### src/rtl/hdc_pkg.sv
package hdc_pkg;

  typedef enum logic {
    MODE_UPDATE = 1'b0,
    MODE_INVAL  = 1'b1
  } coh_mode_e;

  // number of set bits in a vector of up to 64 bits
  function automatic int unsigned f_ones(input logic [63:0] v);
    int unsigned n;
    n = 0;
    for (int i = 0; i < 64; i++) begin
      if (v[i]) n++;
    end
    return n;
  endfunction

endpackage

### src/rtl/hdc_dir_store.sv
module hdc_dir_store #(
  parameter int N_LINES    = 16,
  parameter int N_CACHES   = 8,
  parameter int LIST_DEPTH = 4,
  localparam int LINE_W = $clog2(N_LINES),
  localparam int CID_W  = $clog2(N_CACHES),
  localparam int CNT_W  = $clog2(LIST_DEPTH + 1)
) (
  input  logic                                  clk,
  input  logic                                  rst_n,
  input  logic [LINE_W-1:0]                     rd_line,
  output logic [LIST_DEPTH-1:0][CID_W-1:0]      rd_ids,
  output logic [CNT_W-1:0]                      rd_cnt,
  output logic                                  rd_ovf,
  input  logic                                  wr_en,
  input  logic [LINE_W-1:0]                     wr_line,
  input  logic [LIST_DEPTH-1:0][CID_W-1:0]      wr_ids,
  input  logic [CNT_W-1:0]                      wr_cnt,
  input  logic                                  wr_ovf,
  input  logic                                  clr_en,
  input  logic [LINE_W-1:0]                     clr_line
);

  logic [LIST_DEPTH-1:0][CID_W-1:0] ids_q [N_LINES];
  logic [CNT_W-1:0]                 cnt_q [N_LINES];
  logic [N_LINES-1:0]               ovf_q;

  assign rd_ids = ids_q[rd_line];
  assign rd_cnt = cnt_q[rd_line];
  assign rd_ovf = ovf_q[rd_line];

  always_ff @(posedge clk or negedge rst_n) begin
    if (!rst_n) begin
      for (int l = 0; l < N_LINES; l++) begin
        ids_q[l] <= '0;
        cnt_q[l] <= '0;
      end
      ovf_q <= '0;
    end else if (wr_en) begin
      ids_q[wr_line] <= wr_ids;
      cnt_q[wr_line] <= wr_cnt;
      ovf_q[wr_line] <= wr_ovf;
    end else if (clr_en) begin
      ids_q[clr_line] <= '0;
      cnt_q[clr_line] <= '0;
      ovf_q[clr_line] <= 1'b0;
    end
  end

  // the list never holds more than its depth
  p_list_bound_r3: assert property (@(posedge clk) disable iff (!rst_n)
    wr_en |-> (wr_cnt <= CNT_W'(LIST_DEPTH)));

  // overflow is only recorded on a full list
  p_ovf_full_r3: assert property (@(posedge clk) disable iff (!rst_n)
    (wr_en && wr_ovf) |-> (wr_cnt == CNT_W'(LIST_DEPTH)));

  // completion and a new request never touch the directory together
  p_single_write_r11: assert property (@(posedge clk) disable iff (!rst_n)
    !(wr_en && clr_en));

endmodule

### src/rtl/hdc_share_calc.sv
module hdc_share_calc
  import hdc_pkg::*;
#(
  parameter int N_CACHES   = 8,
  parameter int LIST_DEPTH = 4,
  localparam int CID_W = $clog2(N_CACHES),
  localparam int CNT_W = $clog2(LIST_DEPTH + 1),
  localparam int ACK_W = $clog2(N_CACHES)
) (
  input  logic [LIST_DEPTH-1:0][CID_W-1:0] ids,
  input  logic [CNT_W-1:0]                 cnt,
  input  logic                             ovf,
  input  logic [CID_W-1:0]                 req_cache,
  output logic                             hit,
  output logic                             upd,
  output logic [LIST_DEPTH-1:0][CID_W-1:0] nxt_ids,
  output logic [CNT_W-1:0]                 nxt_cnt,
  output logic                             nxt_ovf,
  output logic [N_CACHES-1:0]              tgt_mask,
  output logic [ACK_W-1:0]                 tgt_cnt
);

  // caches named by the valid part of the list, as a bit mask
  function automatic logic [N_CACHES-1:0] f_held(
    input logic [LIST_DEPTH-1:0][CID_W-1:0] l_ids,
    input logic [CNT_W-1:0]                 l_cnt
  );
    logic [N_CACHES-1:0] m;
    m = '0;
    for (int i = 0; i < LIST_DEPTH; i++) begin
      if (CNT_W'(i) < l_cnt) m[l_ids[i]] = 1'b1;
    end
    return m;
  endfunction

  logic [N_CACHES-1:0] held;
  logic [N_CACHES-1:0] self_bit;

  always_comb begin
    held     = f_held(ids, cnt);
    self_bit = {{(N_CACHES-1){1'b0}}, 1'b1} << req_cache;
    hit      = held[req_cache];
    tgt_mask = (ovf ? {N_CACHES{1'b1}} : held) & ~self_bit;
    tgt_cnt  = ACK_W'(f_ones(64'(tgt_mask)));
    nxt_ids  = ids;
    nxt_cnt  = cnt;
    nxt_ovf  = ovf;
    upd      = 1'b0;
    if (!hit && !ovf) begin
      upd = 1'b1;
      if (cnt < CNT_W'(LIST_DEPTH)) begin
        for (int i = 0; i < LIST_DEPTH; i++) begin
          if (CNT_W'(i) == cnt) nxt_ids[i] = req_cache;
        end
        nxt_cnt = cnt + CNT_W'(1);
      end else begin
        nxt_ovf = 1'b1;
      end
    end
  end

endmodule

### src/rtl/hdc_txn_table.sv
module hdc_txn_table
  import hdc_pkg::*;
#(
  parameter int N_TXN    = 2,
  parameter int N_LINES  = 16,
  parameter int N_CACHES = 8,
  localparam int LINE_W = $clog2(N_LINES),
  localparam int CID_W  = $clog2(N_CACHES),
  localparam int ACK_W  = $clog2(N_CACHES)
) (
  input  logic              clk,
  input  logic              rst_n,
  input  logic [LINE_W-1:0] q_line,
  output logic              q_busy,
  output logic              full,
  input  logic              alloc_en,
  input  logic [LINE_W-1:0] alloc_line,
  input  logic [CID_W-1:0]  alloc_cache,
  input  logic [ACK_W-1:0]  alloc_cnt,
  input  logic              alloc_inval,
  input  logic              ack_valid,
  input  logic [LINE_W-1:0] ack_line,
  output logic              done,
  output logic [LINE_W-1:0] done_line,
  output logic [CID_W-1:0]  done_cache,
  output logic              done_inval
);

  logic [N_TXN-1:0] vld_q;
  logic [LINE_W-1:0] line_q  [N_TXN];
  logic [CID_W-1:0]  cache_q [N_TXN];
  logic [ACK_W-1:0]  cnt_q   [N_TXN];
  coh_mode_e         mode_q  [N_TXN];

  logic [N_TXN-1:0] ack_hit;
  logic [N_TXN-1:0] free_sel;

  always_comb begin
    q_busy     = 1'b0;
    free_sel   = '0;
    ack_hit    = '0;
    done       = 1'b0;
    done_line  = '0;
    done_cache = '0;
    done_inval = 1'b0;
    for (int i = 0; i < N_TXN; i++) begin
      if (vld_q[i] && line_q[i] == q_line) q_busy = 1'b1;
      if (ack_valid && vld_q[i] && line_q[i] == ack_line) begin
        ack_hit[i] = 1'b1;
        done       = (cnt_q[i] == ACK_W'(1));
        done_line  = line_q[i];
        done_cache = cache_q[i];
        done_inval = (mode_q[i] == MODE_INVAL);
      end
    end
    for (int i = N_TXN - 1; i >= 0; i--) begin
      if (!vld_q[i]) free_sel = N_TXN'(1) << i;
    end
  end

  assign full = &vld_q;

  always_ff @(posedge clk or negedge rst_n) begin
    if (!rst_n) begin
      vld_q <= '0;
      for (int i = 0; i < N_TXN; i++) begin
        line_q[i]  <= '0;
        cache_q[i] <= '0;
        cnt_q[i]   <= '0;
        mode_q[i]  <= MODE_UPDATE;
      end
    end else begin
      for (int i = 0; i < N_TXN; i++) begin
        if (alloc_en && free_sel[i]) begin
          vld_q[i]   <= 1'b1;
          line_q[i]  <= alloc_line;
          cache_q[i] <= alloc_cache;
          cnt_q[i]   <= alloc_cnt;
          mode_q[i]  <= alloc_inval ? MODE_INVAL : MODE_UPDATE;
        end else if (ack_hit[i]) begin
          if (cnt_q[i] == ACK_W'(1)) vld_q[i] <= 1'b0;
          cnt_q[i] <= cnt_q[i] - ACK_W'(1);
        end
      end
    end
  end

  // a slot is only taken when one is free
  p_alloc_room_r12: assert property (@(posedge clk) disable iff (!rst_n)
    alloc_en |-> !full);

  for (genvar g = 0; g < N_TXN; g++) begin : g_slot
    // a live transaction always waits for at least one ack
    p_live_count_r7: assert property (@(posedge clk) disable iff (!rst_n)
      vld_q[g] |-> (cnt_q[g] != '0));
    for (genvar h = g + 1; h < N_TXN; h++) begin : g_pair
      // one transaction per line at most
      p_unique_line_r10: assert property (@(posedge clk) disable iff (!rst_n)
        !(vld_q[g] && vld_q[h] && line_q[g] == line_q[h]));
    end
  end

endmodule

### src/rtl/hdc_dir_ctrl.sv
module hdc_dir_ctrl #(
  parameter int N_CACHES   = 8,
  parameter int N_LINES    = 16,
  parameter int LIST_DEPTH = 4,
  parameter int N_TXN      = 2,
  parameter int DATA_W     = 32,
  localparam int LINE_W = $clog2(N_LINES),
  localparam int CID_W  = $clog2(N_CACHES),
  localparam int CNT_W  = $clog2(LIST_DEPTH + 1),
  localparam int ACK_W  = $clog2(N_CACHES)
) (
  input  logic                clk,
  input  logic                rst_n,
  input  logic                req_valid,
  output logic                req_ready,
  input  logic                req_write,
  input  logic [CID_W-1:0]    req_cache,
  input  logic [LINE_W-1:0]   req_line,
  input  logic [DATA_W-1:0]   req_data,
  output logic                rsp_valid,
  output logic                rsp_write,
  output logic [CID_W-1:0]    rsp_cache,
  output logic [LINE_W-1:0]   rsp_line,
  output logic                coh_valid,
  output logic                coh_inval,
  output logic [N_CACHES-1:0] coh_mask,
  output logic [LINE_W-1:0]   coh_line,
  output logic [DATA_W-1:0]   coh_data,
  input  logic                ack_valid,
  input  logic [LINE_W-1:0]   ack_line
);

  logic [LIST_DEPTH-1:0][CID_W-1:0] cur_ids, nxt_ids;
  logic [CNT_W-1:0]                 cur_cnt, nxt_cnt;
  logic                             cur_ovf, nxt_ovf;
  logic                             hit, upd;
  logic [N_CACHES-1:0]              tgt_mask;
  logic [ACK_W-1:0]                 tgt_cnt;

  logic              line_busy, slots_full;
  logic              done, done_inval;
  logic [LINE_W-1:0] done_line;
  logic [CID_W-1:0]  done_cache;

  // named internal events
  logic fire;
  logic ev_read_add;
  logic ev_write_quiet;
  logic ev_write_coh;
  logic ev_complete;
  logic need_coh;

  assign need_coh       = (tgt_cnt != '0);
  assign req_ready      = !line_busy && !done && !(req_write && need_coh && slots_full);
  assign fire           = req_valid && req_ready;
  assign ev_read_add    = fire && !req_write && upd;
  assign ev_write_quiet = fire && req_write && !need_coh;
  assign ev_write_coh   = fire && req_write && need_coh;
  assign ev_complete    = done;

  hdc_dir_store #(
    .N_LINES(N_LINES), .N_CACHES(N_CACHES), .LIST_DEPTH(LIST_DEPTH)
  ) i_store (
    .clk(clk), .rst_n(rst_n),
    .rd_line(req_line), .rd_ids(cur_ids), .rd_cnt(cur_cnt), .rd_ovf(cur_ovf),
    .wr_en(ev_read_add), .wr_line(req_line), .wr_ids(nxt_ids),
    .wr_cnt(nxt_cnt), .wr_ovf(nxt_ovf),
    .clr_en(ev_complete && done_inval), .clr_line(done_line)
  );

  hdc_share_calc #(
    .N_CACHES(N_CACHES), .LIST_DEPTH(LIST_DEPTH)
  ) i_calc (
    .ids(cur_ids), .cnt(cur_cnt), .ovf(cur_ovf), .req_cache(req_cache),
    .hit(hit), .upd(upd), .nxt_ids(nxt_ids), .nxt_cnt(nxt_cnt),
    .nxt_ovf(nxt_ovf), .tgt_mask(tgt_mask), .tgt_cnt(tgt_cnt)
  );

  hdc_txn_table #(
    .N_TXN(N_TXN), .N_LINES(N_LINES), .N_CACHES(N_CACHES)
  ) i_txn (
    .clk(clk), .rst_n(rst_n),
    .q_line(req_line), .q_busy(line_busy), .full(slots_full),
    .alloc_en(ev_write_coh), .alloc_line(req_line), .alloc_cache(req_cache),
    .alloc_cnt(tgt_cnt), .alloc_inval(cur_ovf),
    .ack_valid(ack_valid), .ack_line(ack_line),
    .done(done), .done_line(done_line), .done_cache(done_cache),
    .done_inval(done_inval)
  );

  always_ff @(posedge clk or negedge rst_n) begin
    if (!rst_n) begin
      rsp_valid <= 1'b0;
      rsp_write <= 1'b0;
      rsp_cache <= '0;
      rsp_line  <= '0;
      coh_valid <= 1'b0;
      coh_inval <= 1'b0;
      coh_mask  <= '0;
      coh_line  <= '0;
      coh_data  <= '0;
    end else begin
      rsp_valid <= ev_complete || (fire && !ev_write_coh);
      if (ev_complete) begin
        rsp_write <= 1'b1;
        rsp_cache <= done_cache;
        rsp_line  <= done_line;
      end else if (fire) begin
        rsp_write <= req_write;
        rsp_cache <= req_cache;
        rsp_line  <= req_line;
      end
      coh_valid <= ev_write_coh;
      if (ev_write_coh) begin
        coh_inval <= cur_ovf;
        coh_mask  <= tgt_mask;
        coh_line  <= req_line;
        coh_data  <= req_data;
      end
    end
  end

  // the writer never receives its own coherence message
  p_no_self_r5: assert property (@(posedge clk) disable iff (!rst_n)
    coh_valid |-> !coh_mask[$past(req_cache)]);

  // a broadcast reaches every cache but the writer
  p_inval_all_r8: assert property (@(posedge clk) disable iff (!rst_n)
    (coh_valid && coh_inval) |-> ($countones(coh_mask) == N_CACHES - 1));

  // an update never goes out with an empty mask
  p_update_nonempty_r4: assert property (@(posedge clk) disable iff (!rst_n)
    coh_valid |-> (coh_mask != '0));

endmodule

### config.mk
export PLATFORM = sky130hd
export DESIGN_NAME = hdc_dir_ctrl
export DESIGN_NICKNAME = d
export VERILOG_FILES = /design/src/rtl/hdc_pkg.sv /design/src/rtl/hdc_dir_store.sv /design/src/rtl/hdc_share_calc.sv /design/src/rtl/hdc_txn_table.sv /design/src/rtl/hdc_dir_ctrl.sv
export SDC_FILE = /design/constraint.sdc
export NUM_CORES = 1
export LEC_CHECK = 0
export BUFFER_PORTS_ARGS = -buffer_cell sky130_fd_sc_hd__buf_2
export CORE_ASPECT_RATIO = 0.5
export CORE_MARGIN = 2
export CORE_UTILIZATION = 52
export CTS_BUF_LIST = sky130_fd_sc_hd__clkbuf_2 sky130_fd_sc_hd__clkbuf_4 sky130_fd_sc_hd__clkbuf_8
export CTS_CLUSTER_SIZE = 30
export DETAILED_ROUTE_END_ITERATION = 7
export GPL_ROUTABILITY_DRIVEN = 1
export GPL_TIMING_DRIVEN = 0
export PLACE_DENSITY_LB_ADDON = 0.2
export SLEW_MARGIN = 20
export SYNTH_ARGS = -nofsm -noshare
export SYNTH_HDL_FRONTEND = slang
export SYNTH_HIERARCHICAL = 1
export SYNTH_SLANG_ARGS = --single-unit
### constraint.sdc
create_clock -name clk -period 34.8 [get_ports clk]
set_input_delay 10.44 -clock clk [delete_from_list [all_inputs] [get_ports clk]]
set_output_delay 10.44 -clock clk [all_outputs]
set_load 0.02 [all_outputs]
* Yosys cells after proc, flatten, opt, wreduce, memory -nomap -nowiden *
Cells that the tools add are included.

cells by class
  equality and inequality tests = 9
  shifts and indexed selects = 1
  reduce and logical (&&, ||, !) cells = 47
  $lt $le $gt $ge = 22
  bitwise gates (word level) = 13
  add/subtract/negate cells = 10
  multiplexer cells = 94

operator list
  operator               number
  $mux W192              2
  $and A192 B192 Y192    1
  $bwmux W192            1
  $not A192 Y192         1
  $demux W12 S4          2
  $mux W48               2
  $mux W12               6
  $mux W3                24
  $and A48 B48 Y48       1
  $bmux W12 S4           1
  $bwmux W48             1
  $not A48 Y48           1
  $mux W8                5
  $mux W16               2
  $mux W1                29
  $logic_and A1 B1 Y1    28
  $demux W3 S4           2
  $or A8 B8 Y8           3
  $lt A3 B4 Y1 const B   5
  $add A3 B1 Y3 const B  6
  $and A16 B16 Y16       1
  $bwmux W16             1
  $eq A4 B4 Y1           4
  $mux W4                4
  31 further kinds       63

word-level totals
  input bits = 48
  logic and storage cells = 296
  register bits after elaboration = 335
  output and inout bits = 56

* Logic depth before layout (Yosys ltp) *
Gate-level depths: netlist of run 1.

  word-level depth = 43
  depth in mapped cells = 40
  depth with buffers taken out = 33

* By module *
The synthesis of run 1 kept the hierarchy.

by module, submodules not included
  module          area each (sq um)  cells each  sequential area each (sq um)  times used
  hdc_dir_store   11313.4            784         6406.1                        1
  hdc_dir_ctrl    2351.0             148         1376.3                        1
  hdc_txn_table   1574.0             178         600.6                         1
  hdc_share_calc  1317.5             179         0.0                           1

* Worst setup path after synthesis of run 1 *
No wires, ideal clock.

  kind = in2out
  start = input req_line[0]
  end = output req_ready
  required time = 24.360 ns
  path buffers = 3
  arrival = 16.705 ns
  path slack = 7.655 ns
  stages = 28
  cell sequence = buf_2 buf_2 mux4_2 a22oi_1 nand2_1 clkbuf_1 or3b_2 o22ai_1 o32a_1 inv_1 ha_1 xnor2_4 xnor2_2 ha_1 xor2_1 a2bb2oi_1 nand2_1 ha_1 nor2_1 a31oi_1 ha_1 o21a_1 a21oi_1 a311oi_1 xnor2_1 xnor2_1 o311a_1 nor3_1

RTL lines
  item         line                RTL
  from (decl)  hdc_dir_ctrl.sv:18  input logic [LINE_W-1:0] req_line,
  to (decl)    hdc_dir_ctrl.sv:15  output logic req_ready,

==> results of run 1 <==
-- metal layers --
| metal | vias up | global-route usage [%] | wire length [um] |
|---|---|---|---|
| met2 | 761 | 45.03 | 21430 |
| met4 | 0 | 10.18 | 1373 |
| met5 | - | 0 | 0 |
| met1 | 6579 | 43.89 | 21900 |
| li1 | 5323 | - | - |
| met3 | 96 | 7.071 | 4820 |
-- worst max-delay path by stage --
stage / to / slack [ns] / cells after the start
global route: req_ready / 5.22 / 34
detailed placement: req_ready / 5.82 / 35
global placement: req_ready / 6.03 / 35
floorplan: req_ready / 7.66 / 28
finish: req_ready / 5.64 / 30
CTS: req_ready / 5.81 / 35
-- worst max-delay path: cells and delay by family --
family                   cells  cell delay, ns
XOR/XNOR                     5            1.43
AO/OA/AOI/OAI                9            2.17
AND/OR/NAND/NOR              5            1.16
adder cells (fa/ha/maj)      4            1.18
multiplexers                 1            0.43
buffers and inverters        6            1.88
-- placed cells by master, fill, tap and decap left out, drive strengths merged, types with 4 or more instances in the layout --
master	count
dfrtp	335
a21oi	15
o21ai	18
a211oi	4
xor2	13
buf	172
inv	24
mux2	66
nor2b	19
nand2	64
nor4	5
or2	4
nor3	26
a31oi	19
nand2b	15
o22ai	19
clkbuf	131
nand3b	5
a22o	256
or4	4
nor2	40
nand3	10
ha	14
clkinv	5
nand4	22
mux4	65
o31ai	8
o21a	5
xnor2	10
a22oi	32
-- sequential cells by signal (all words and copies together) (netlist names), 2 cells and up --
| register | flops |
|---|---|
| i_txn/mode_q | 2 |
| coh_data | 32 |
| coh_mask | 8 |
| i_store/cnt_q | 48 |
| rsp_cache | 3 |
| i_store/ids_q | 192 |
| i_txn/line_q | 8 |
| rsp_line | 4 |
| i_txn/cache_q | 6 |
| coh_line | 4 |
| i_txn/cnt_q | 6 |
| i_store/ovf_q | 16 |
| i_txn/vld_q | 2 |
-- synth_stat cells, types with 17 or more instances --
library cell / instances
dfrtp_1: 335
a22o_1: 256
mux4_2: 65
nand2_1: 62
clkbuf_1: 53
mux2_4: 39
a22oi_1: 32
buf_2: 30
nor2_1: 28
mux2_2: 26
inv_1: 22
nand4_1: 22
a31oi_1: 19
buf_1: 19
nor2b_1: 19
nor3_1: 19
o21ai_0: 17
-- logic make-up after synthesis --
family | count (synthesis)
XOR/XNOR | 24
multiplexers | 134
flip-flops | 335
AO/OA/AOI/OAI | 402
buffers and inverters | 142
AND/OR/NAND/NOR | 238
adder cells (fa/ha/maj) | 14
-- where the power goes --
| group | switching (mW) | total [mW] | internal, mW | leakage [nW] |
|---|---|---|---|---|
| clock network | 0.154 | 0.339 | 0.185 | 0.558 |
| logic | 0.222 | 0.394 | 0.172 | 3.73 |
| registers | 0.0461 | 0.512 | 0.466 | 4.49 |
| total | 0.422 | 1.24 | 0.823 | 8.78 |
-- per-stage QoR --
stage	hold slack [ns]	util [%]	cell area (um2)	std cells
3_5_place_dp	0.4636	56.32	17730	1828
4_1_cts	0.4815	59.66	18780	1913
2_1_floorplan	0.4453	-	16560	1289
6_report	0.4800	59.67	18780	1914
5_1_grt	0.5027	59.67	18780	1914
3_3_place_gp	0.4663	55.94	17610	1824
-- layout make-up --
class	count	area (um2)	area share, %
inverter	23	86.33	0.4596
timing repair buffer	107	635.6	3.384
clock inverter	8	71.32	0.3797
buffer	119	579.3	3.084
sequential	335	8383	44.63
tap	432	540.5	2.877
antenna	1	2.502	0.01332
multi-input combinational	812	7507	39.97
clock buffer	77	978.4	5.209
==> impl_results.md, run 1 <==
- GRT Util Overall: 30.20%
- Port Buffers: 103
- Power Total: 1.245 mW
- Compound-cell area share of the yosys netlist: 20.01%
- Total number of vias: 12760
- Clk buf depth: 3
- Setup bufs post-CTS: 0
- Setup WS pre-CTS: 5.823 ns
- P_leak: 8.778 nW
- Net count, final: 1508
- CP required: 24.36 ns
- Xor/xnor cell area share of the yosys netlist: 1.511%
- Netlist cell types: 82
- H-tree level count: 2
- Die H: 130.2 um
- Antenna violations before repair: 1
- Clock root cell: clkbuf_8
- Largest family of logic cells by synthesized area: compound AO/OA/AOI/OAI gates
- VDD IR max: 0.00002918 V
- EDFF count, synth: 0
- Period utilisation layout: 83.80%
- Synth warn: 6
- F_max: 34.29 MHz
- Reg clk slew, reported paths: 0.06 ns
- Flops & latches, synth: 335
- Initial Utilization: 52.59%
- Post-Syn Area: 16560 um2
- Layout cells sized above 1: 28.36%
- Startpoint types: primary input
- Ys async rst share: 100.0%
- Full die area: 33370 um2
- Period minus WS final: 29.16 ns
- Max cap viols: 0
- Gr ovfl total: 0
- R2r endpoint: i_txn/cnt_q[5]
- First-pass GRT wire length: 77380 um
- Slew Limit Fails: 0
- Crit-path max cell delay: 0.60 ns
- Filler instances: 2476
- Clock latency at the later pin of the worst-skew pair: 0.61 ns
- Setup WS post-layout: 5.637 ns
- CTS tree: yes
- Resized cells post-CTS: 0
- Synth top area share: 50.63%
- Synthesized instance count: 1289
- Hold Buf Count CTS: 0
- Syn_area_per_cell: 12.84 um2
- TNS Setup: 0 ns
- DRC errors left: 0
- I/O Pins: 104
- Register area share after synthesis: 50.63%
- Outcome: complete, no violations
- CP arrival: 18.72 ns
- Mux cell area share after synthesis: 14.40%
- Rows: 46
- Hold Path Class: reg -> reg
- Register-to-register setup slack: 26.28 ns
- Wirelength, routed: 49520 um
- GP Congestion: 0.8938
- Final Hold Vio Count: 0
- Vias in the first global route: 12770
- Hold_sp: i_txn/mode_q[1]
- Reg2reg path depth: 31
- Worst slew margin: 24.77%
- Hold path cells: 2
- Worst-Margin Slew: 1.117 ns
- Wire per inst: 25.87 um
- RSZ-0062 raised after global routing: false
- Pre-antenna DRT Iters: 5
- Post-Synth Simple-Gate Area: 8.366%
- CTS sink count: 335
- Via-to-Cell Ratio: 6.666
- Crit path max fanout: 11
- CTS Buf Count: 48
- Worst r2r src: i_store/ids_q[105]
- Die X: 256.3 um
- Hold EP: i_txn/mode_q[1]
- Setup violators final: 0
- Synth top area cells: dfrtp_1 51%, a22o_1 14%, mux4_2 8.8%, mux2_4 3.5%, mux2_2 1.8%
- Mapped Nets: 1351
- Post-synthesis adder-cell area fraction: 1.058%
- Core Region: 31480 um2
- Slowest-stage cell, CP: nor4b_1
- CP endpoint kind: output port
- Crit path top cell by count: buf_2
- Drt initial violations: 1511
- Post-DP HPWL: 33690 um
- Crit Path Category: in -> out
- Largest net degree at the start of global routing: 109
- PwrDens: 66.27 nW/um2
- Post-synth top flop: dfrtp_1
- Final ANT Viol Nets: 0
- Synth area leader: dfrtp_1
- Skew final: 0.03904 ns
- CP Launch Point: req_line[1]
- Area Growth Syn to Fin: 13.46%
No activity file was read; power rests on OpenSTA's default activity.
==> inputs of run 2 (changes only) <==
--- a/config.mk
+++ b/config.mk
@@ -5,6 +5,7 @@
 export SDC_FILE = /design/constraint.sdc
 export NUM_CORES = 1
 export LEC_CHECK = 0
+export ABC_AREA = 1
 export BUFFER_PORTS_ARGS = -buffer_cell sky130_fd_sc_hd__buf_2
 export CORE_ASPECT_RATIO = 0.5
 export CORE_MARGIN = 2
==> constraint.sdc (replaced) <==
create_clock -name clk -period 26.3 [get_ports clk]
set_input_delay 7.89 -clock clk [delete_from_list [all_inputs] [get_ports clk]]
set_output_delay 7.89 -clock clk [all_outputs]
set_load 0.02 [all_outputs]
==> run 2 against run 1 <==
  * Via count increased by 42%
  * Clock power increased by 34%
  * Largest cell class unchanged
  * Synthesized area increased by 14%
  * Wire length increased by 23%
  * Sequential share of layout area decreased by 5.0 points
  * Worst hold slack got worse by 0.011 ns
  * Global-route usage increased by 2.1 points
  * Critical endpoint unchanged
==> impl_results.md, run 2 <==
- First-pass GRT wire length: 94240 um
- Skew final: 0.03299 ns
- Initial Utilization: 52.62%
- Synth top area cells: dfrtp_1 44%, nand2_1 28%, nand3_1 7.3%, inv_1 6.7%, o21ai_2 2.4%
- Flops & latches, synth: 335
- CTS tree: yes
- Period utilisation layout: 85.40%
- Crit path top cell by count: nand2_1
- Rows: 49
- Setup bufs post-CTS: 0
- EDFF count, synth: 0
- R2r endpoint: i_store/ids_q[45]
- GP Congestion: 0.9443
- Xor/xnor cell area share of the yosys netlist: 0.4574%
- Crit-path max cell delay: 0.74 ns
- F_max: 44.52 MHz
- Antenna violations before repair: 0
- Largest net degree at the start of global routing: 88
- Hold EP: i_store/ids_q[48]
- Compound-cell area share of the yosys netlist: 4.952%
- Mux cell area share after synthesis: 0.05304%
- Max cap viols: 0
- Hold Buf Count CTS: 0
- Layout cells sized above 1: 13.23%
- Reg2reg path depth: 46
- CTS Buf Count: 51
- DRC errors left: 0
- Hold Path Class: reg -> reg
- Syn_area_per_cell: 6.841 um2
- PwrDens: 91.76 nW/um2
- RSZ-0062 raised after global routing: false
- Setup violators final: 0
- Clock root cell: clkbuf_8
- Antenna diodes: 0
- Register area share after synthesis: 44.42%
- Vias in the first global route: 16480
- TNS Setup: 0 ns
- Hold path cells: 2
- Final ANT Viol Nets: 0
- Gr ovfl total: 0
- P_leak: 12.20 nW
- Placed Cells: 3349
- Outcome: complete, no violations
- Pre-antenna DRT Iters: 6
- Slew Limit Fails: 0
- Register-to-register setup slack: 18.75 ns
- Hold_sp: i_store/ids_q[48]
- Wirelength, routed: 60960 um
- Largest family of logic cells by synthesized area: simple AND/OR/NAND/NOR gates
- Netlist cell types: 42
- H-tree level count: 2
- CTS sink count: 335
- Worst-Margin Slew: 1.016 ns
- Most frequent cells after synthesis: 1390 x nand2_1, 335 x dfrtp_1, 335 x inv_1
- Final Hold Vio Count: 0
- DR top layer: met4
- Max reg flops: 192
- Post-synth top flop: dfrtp_1
- Worst r2r src: i_store/cnt_q[34]
- Synth warn: 6
- Clock latency at the later pin of the worst-skew pair: 0.62 ns
- CP arrival: 14.57 ns
- DR WL met3: 7218 um
- Die H: 138.7 um
- Post-DP HPWL: 43320 um
- Full die area: 37930 um2
- GRT Util Overall: 32.31%
- Mapped Nets: 2821
- Top-count cell post-synth: nand2_1
- Largest regs: i_store/ids_q: 192 flops, i_store/cnt_q: 48 flops, coh_data: 32 flops
- Post-synthesis adder-cell area fraction: 0.9281%
- CP required: 18.41 ns
- Drt initial violations: 2300
- DR WL met2: 25440 um
- Die X: 273.4 um
- Post-Syn Area: 18870 um2
- Worst slew margin: 32.30%
- Via-to-Cell Ratio: 5.261
- Clk buf depth: 3
- Wire per inst: 17.72 um
- Non-Filler Instances: 3439
- Synth area leader: dfrtp_1
- Reg clk slew, reported paths: 0.06 ns
- Most common cell after layout, fill and taps aside: nand2_1
- Area Growth Syn to Fin: 12.08%
- I/O Pins: 104
- Biggest register: i_store/ids_q
- Synthesized instance count: 2759
- Post-Synth Simple-Gate Area: 37.97%
- M1 WL: 26780 um
- CP endpoint kind: output port
- Total number of vias: 18090
- Crit Path Category: in -> out
- Net count, final: 2980
- Ys async rst share: 100.0%
- Crit path max-delay family: simple AND/OR/NAND/NOR gates
- Period minus WS final: 22.46 ns
- Resized cells post-CTS: 0
- Synth top area share: 44.42%
- Sum of buffers and inverters on the critical path: 8
- Startpoint types: primary input
- Port Buffers: 103
- Core Region: 35870 um2
- Slowest-stage cell, CP: buf_1
- Crit path max fanout: 10
- Commonest non-fill, non-tap cells in the layout: 1390 x nand2_1, 335 x inv_1, 335 x dfrtp_1
- VDD IR max: 0.00006664 V
## run 2: worst min-delay path, cell delays in order (launching register included)
cell     delay, ns
dfrtp_1       0.34
nand2_1       0.05
nand2_1       0.05
## run 2: worst max-delay path by stage
stage,from,endpoint,slack [ns],cells after the start
after global routing,req_line[1],req_ready,3.48,41
after floorplan,req_line[2],req_ready,5.75,40
after global placement,req_line[1],req_ready,4.13,41
final,req_line[2],req_ready,3.84,41
after detailed placement,req_line[2],req_ready,4.06,41
after CTS,req_line[2],req_ready,4.04,41
## run 2: metal layers
metal | vias up | global-route usage [%]
met2 | 899 | 47.62
li1 | 8674 | -
met4 | 0 | 8.225
met5 | - | 0
met3 | 107 | 8.085
met1 | 8414 | 47.54
## run 2: area by class of cell
| cell class | count | area (um2) |
|---|---|---|
| multi-input cells | 1933 | 8372 |
| clock inverters | 5 | 33.78 |
| repair buffers | 106 | 608.1 |
| fillers | 3469 | 14710 |
| inverters | 350 | 1315 |
| clock buffers | 85 | 1032 |
| well taps | 484 | 605.6 |
| plain buffers | 141 | 803.3 |
| flip-flops and latches | 335 | 8383 |
## run 2: kinds of logic after synthesis
logic type      count (synthesis)
flops                         335
simple gates                 1768
mux                             1
buf+inv                       491
xor+xnor                        9
compound gates                141
fa+ha+maj                      14
## run 2: power breakdown
| group | internal [mW] | switching [mW] | total (mW) |
|---|---|---|---|
| Sequential | 0.675 | 0.0906 | 0.765 |
| Clock | 0.247 | 0.209 | 0.455 |
| Combinational | 0.235 | 0.485 | 0.720 |
## run 2: stage by stage
stage                     power [mW]  util [%]  hold WS, ns  setup slack (ns)  area, um2
final                          1.941     58.98       0.4694             3.839      21150
after global routing           2.079     58.98       0.4873             3.479      21150
after CTS                      1.942     58.98       0.4731             4.036      21150
after detailed placement       1.484     56.01       0.4579             4.064      20090
after global placement         1.462     55.75       0.4531             4.126      19990
after floorplan                1.259         -       0.4417             5.752      18870
